--- src/rtl/vcap_gate.sv ---
module vcap_gate (
  input  logic clk,
  input  logic rst_n,
  input  logic blk,
  input  logic src_ext,
  input  logic fid_en,
  input  logic fld_inv,
  input  logic sof_e,
  input  logic eof_e,
  input  logic fid_e,
  input  logic sof_x,
  input  logic eof_x,
  input  logic fid_x,
  input  logic fifo_req,
  input  logic clr_f1,
  input  logic clr_f2,
  input  logic clr_frm,
  output logic dma_req,
  output logic fifo_flush,
  output logic stat_f1,
  output logic stat_f2,
  output logic stat_frm,
  output logic irq_fld,
  output logic irq_frm,
  output logic irq_vert
);
  logic armed, tog, f1_ok;
  logic sof, eof, fid, fld2, act;
  logic set_f1, set_f2, set_frm;

  assign sof  = src_ext ? sof_x : sof_e;
  assign eof  = src_ext ? eof_x : eof_e;
  assign fid  = src_ext ? fid_x : fid_e;
  assign fld2 = fid_en ? (fid ^ fld_inv) : tog;
  assign act  = armed & ~blk;

  assign set_f1  = eof & act & ~fld2;
  assign set_f2  = eof & act & fld2;
  assign set_frm = set_f2 & f1_ok;

  assign dma_req    = fifo_req & act;
  assign fifo_flush = blk;

  always_ff @(posedge clk or negedge rst_n) begin
    if (!rst_n) begin
      armed    <= 1'b0;
      tog      <= 1'b0;
      f1_ok    <= 1'b0;
      stat_f1  <= 1'b0;
      stat_f2  <= 1'b0;
      stat_frm <= 1'b0;
      irq_fld  <= 1'b0;
      irq_frm  <= 1'b0;
      irq_vert <= 1'b0;
    end else begin
      armed    <= ~blk & (armed | sof);
      tog      <= sof ? 1'b0 : (tog ^ eof);
      f1_ok    <= (blk | sof) ? 1'b0 : (f1_ok | set_f1);
      stat_f1  <= set_f1  | (stat_f1  & ~clr_f1);
      stat_f2  <= set_f2  | (stat_f2  & ~clr_f2);
      stat_frm <= set_frm | (stat_frm & ~clr_frm);
      irq_fld  <= set_f1 | set_f2;
      irq_frm  <= set_frm;
      irq_vert <= sof & ~blk;
    end
  end
endmodule


--- config.mk ---
export PLATFORM = sky130hd
export DESIGN_NAME = vcap_gate
export DESIGN_NICKNAME = d
export VERILOG_FILES = /design/src/rtl/vcap_gate.sv
export SDC_FILE = /design/constraint.sdc
export NUM_CORES = 1
export LEC_CHECK = 0
export BUFFER_PORTS_ARGS = -buffer_cell sky130_fd_sc_hd__buf_4
export CORE_AREA = 2 2 39 41
export CTS_BUF_LIST = sky130_fd_sc_hd__clkbuf_8
export CTS_CLUSTER_DIAMETER = 80
export DETAILED_ROUTE_END_ITERATION = 8
export DIE_AREA = 0 0 41 43
export GPL_TIMING_DRIVEN = 0
export PLACE_DENSITY = 0.69
export SETUP_SLACK_MARGIN = 0.1
export SYNTH_ARGS = -nofsm -noshare
export SYNTH_HDL_FRONTEND = slang
export SYNTH_SLANG_ARGS = --single-unit
--- constraint.sdc ---
create_clock -name clk -period 1.3 [get_ports clk]
set_clock_uncertainty 0.2 [all_clocks]
set_input_delay 0.065 -clock clk [delete_from_list [all_inputs] [get_ports clk]]
set_output_delay 0.065 -clock clk [all_outputs]
set_load 0.01 [all_outputs]
==> metrics.csv <==
metric;value;unit
status;finished, violations left;
violations;hold timing;
pre_cts_slack;-67.3;ps
clk_latency;230;ps
wl_per_cell;11.9;µm
grt_max_degree;10;
period_minus_slack;1260;ps
io_pins;24;
power.density;989;nW/µm²
route.vias.total;443;
path_clk_slew;50;ps
crit_family;simple AND/OR/NAND/NOR gates;
yosys_warnings;0;
multi_input_area;243;µm²
finalMaxSlewViolations;0;
first_global_vias;464;
drt_iter0_drc;2;
globalRouteTotalUtil;0.166;
netlist_area;460;µm²
initial_core_util;0.333;
switchingPower;192;µW
grt_pass1_wl;1.86;mm
final-seq-area;225;µm²
seq_power_share;0.378;
cts-root-buf;clkbuf_8;
crit_slowest_cell;dfrtp_1;
worstPathArrival;1210;ps
finalNetCount;95;
chipHeight;43;µm
leakagePower;0.000405;µW
cts-htree-levels;1;
start_kind;flop;
ant_nets;0;
critPathBufInv;0;
drtPass1Iterations;2;
r2r_setup_slack;40;ps
slowest_delay;370;ps
cp.required;1250;ps
maxCapViolCount;0;
dieArea;1760;µm²
setup_ws;35.6;ps
hold_buffers;5;
remaining_drc_errors;0;
finalHoldViolations;3;
finish.utilization;0.587;
fin_hold_ws;-149;ps
ys_seq_elements;9;
synth.avg_cell_area;11.0;µm²
diodes;0;
syn-num-nets;58;
rows;14;
cp_max_fo;2;
syn_to_final_growth;76.4;%
via_per_inst;4.71;
cts_tree;built;
clkPwrFrac;0.399;
peakVddDrop;0.000542;V
setup_viol;0;
core;1380;µm²
total_power;803;µW
post-dp-hpwl;790;µm
ys_seq_area_frac;0.489;
n_fill_cell;122;
cts_sinks;9;
p_int;611;µW
critPathKind;flop to flop;
endpoint_kind;flop;
rsz0062_at_grt;true;
gp_congestion;0.688;
switching_share;0.239;
clockBufferDepth;2;
die_w;41;µm
drive_above_1_share;0.538;
min_path_type;input port to flop;
synthCells;42;
cts_buffers;3;
comb_power_share;0.223;
antenna_found_initial;0;
fmax;0.791;GHz
fin_crit_sh;0.973;
path_cells;nor2b_4 -> or3_1 -> o31ai_2;
tightestPinTransition;325;ps
port_buffers;23;
ys_types;20;
wirelength;1.12;mm
grt-ovfl-total;0;
relSlewSlack;0.777;
power groups by stage:
| stage | Clock [µW] | Sequential (µW) | Combinational, µW |
|---|---|---|---|
| floorplan | 0 | 311 | 65.5 |
| global route | 332 | 305 | 195 |
| detailed placement | 0 | 309 | 140 |
| finish | 320 | 304 | 179 |
| global placement | 0 | 308 | 138 |
| CTS | 324 | 304 | 175 |
Yosys cell counts, drive strengths merged:
| cell type | instances | area share |
|---|---|---|
| a21oi | 1 | 0.011 |
| a41oi | 1 | 0.019 |
| and2 | 2 | 0.027 |
| buf | 1 | 0.016 |
| dfrtp | 9 | 0.49 |
| inv | 4 | 0.033 |
| mux2 | 3 | 0.082 |
| mux2i | 3 | 0.065 |
| nand2 | 1 | 0.0081 |
| nand3 | 2 | 0.022 |
| nand3b | 1 | 0.016 |
| nor2 | 4 | 0.033 |
| nor2b | 4 | 0.054 |
| o21ai | 1 | 0.011 |
| o221ai | 1 | 0.019 |
| o31ai | 1 | 0.027 |
| o32ai | 1 | 0.035 |
| or3 | 1 | 0.014 |
| xnor2 | 1 | 0.019 |
cell usage in the layout, fill, tap and decap left out:
master         synthesis  final
a21oi_2                0      1
a41oi_1                1      1
and2_1                 2      1
and2_4                 0      1
buf_4                  1     27
buf_6                  0      1
clkbuf_8               0      3
dfrtp_1                9      9
dlygate4sd3_1          0      5
inv_1                  4      5
mux2_2                 2      2
mux2_4                 1      1
mux2i_1                3      2
mux2i_2                0      1
nand2_1                1      1
nand3_1                2      1
nand3_2                0      1
nand3b_1               1      1
nor2_1                 4      4
nor2b_1                4      2
nor2b_4                0      2
o21ai_1                0      1
o221ai_1               1      1
o31ai_2                1      1
o32ai_2                1      1
or3_1                  1      1
xnor2_1                1      1
cell type report:
cell class	instances	area share
Timing Repair Buffer	32	0.316
Tap cell	16	0.0247
Clock inverter	1	0.00462
Sequential cell	9	0.277
Clock buffer	3	0.0508
Inverter	4	0.0185
Buffer	1	0.00924
Multi-Input combinational cell	28	0.299
state kept, by name (all words and copies together) (netlist names):
name      flops
armed         1
f1_ok         1
irq_fld       1
irq_frm       1
irq_vert      1
stat_f1       1
stat_f2       1
stat_frm      1
tog           1
path summary, 6_finish.rpt:
check | startpoint | end | depth (start not counted)
max | tog | f1_ok | 3
min | blk | armed | 2
max reg2reg | tog | f1_ok | 3
min reg2reg | stat_f1 | stat_f1 | 2
max in group asynchronous | rst_n | irq_fld | 3
min in group asynchronous | rst_n | irq_vert | 3
what timing repair did:
item	in CTS	in global routing
setup endpoints to repair	4	6
setup buffers	4	0
gates resized for setup	3	4
cloned	0	0
pin swaps	2	0
hold endpoints to repair	15	3
kinds of logic (layout without fill, tap and decap cells):
kind of cell	Yosys count	after routing	synth area share
mux	6	6	0.147
compound gates	6	6	0.122
flops	9	9	0.489
xor+xnor	1	1	0.0190
simple gates	15	15	0.174
buf+inv	5	41	0.0489
through the flow:
| stage | area, µm² | setup TNS (ps) | cells |
|---|---|---|---|
| 2_1_floorplan | 470 | 0 | 42 |
| 3_3_place_gp | 663 | -185 | 81 |
| 3_5_place_dp | 663 | -127 | 81 |
| 4_1_cts | 800 | 0 | 94 |
| 5_1_grt | 812 | -51.9 | 94 |
| 6_report | 812 | 0 | 94 |
layer usage:
metal  wire (µm)  vias up  track usage  part of all wire
li1            -      218            -                 -
met1         398      204        0.179              0.36
met2         600       17        0.259              0.54
met3          67        4       0.0157             0.060
met4          51        0        0.160             0.046
met5           0        -            0                 0
Note: power is estimated with default switching activity, not from simulation.
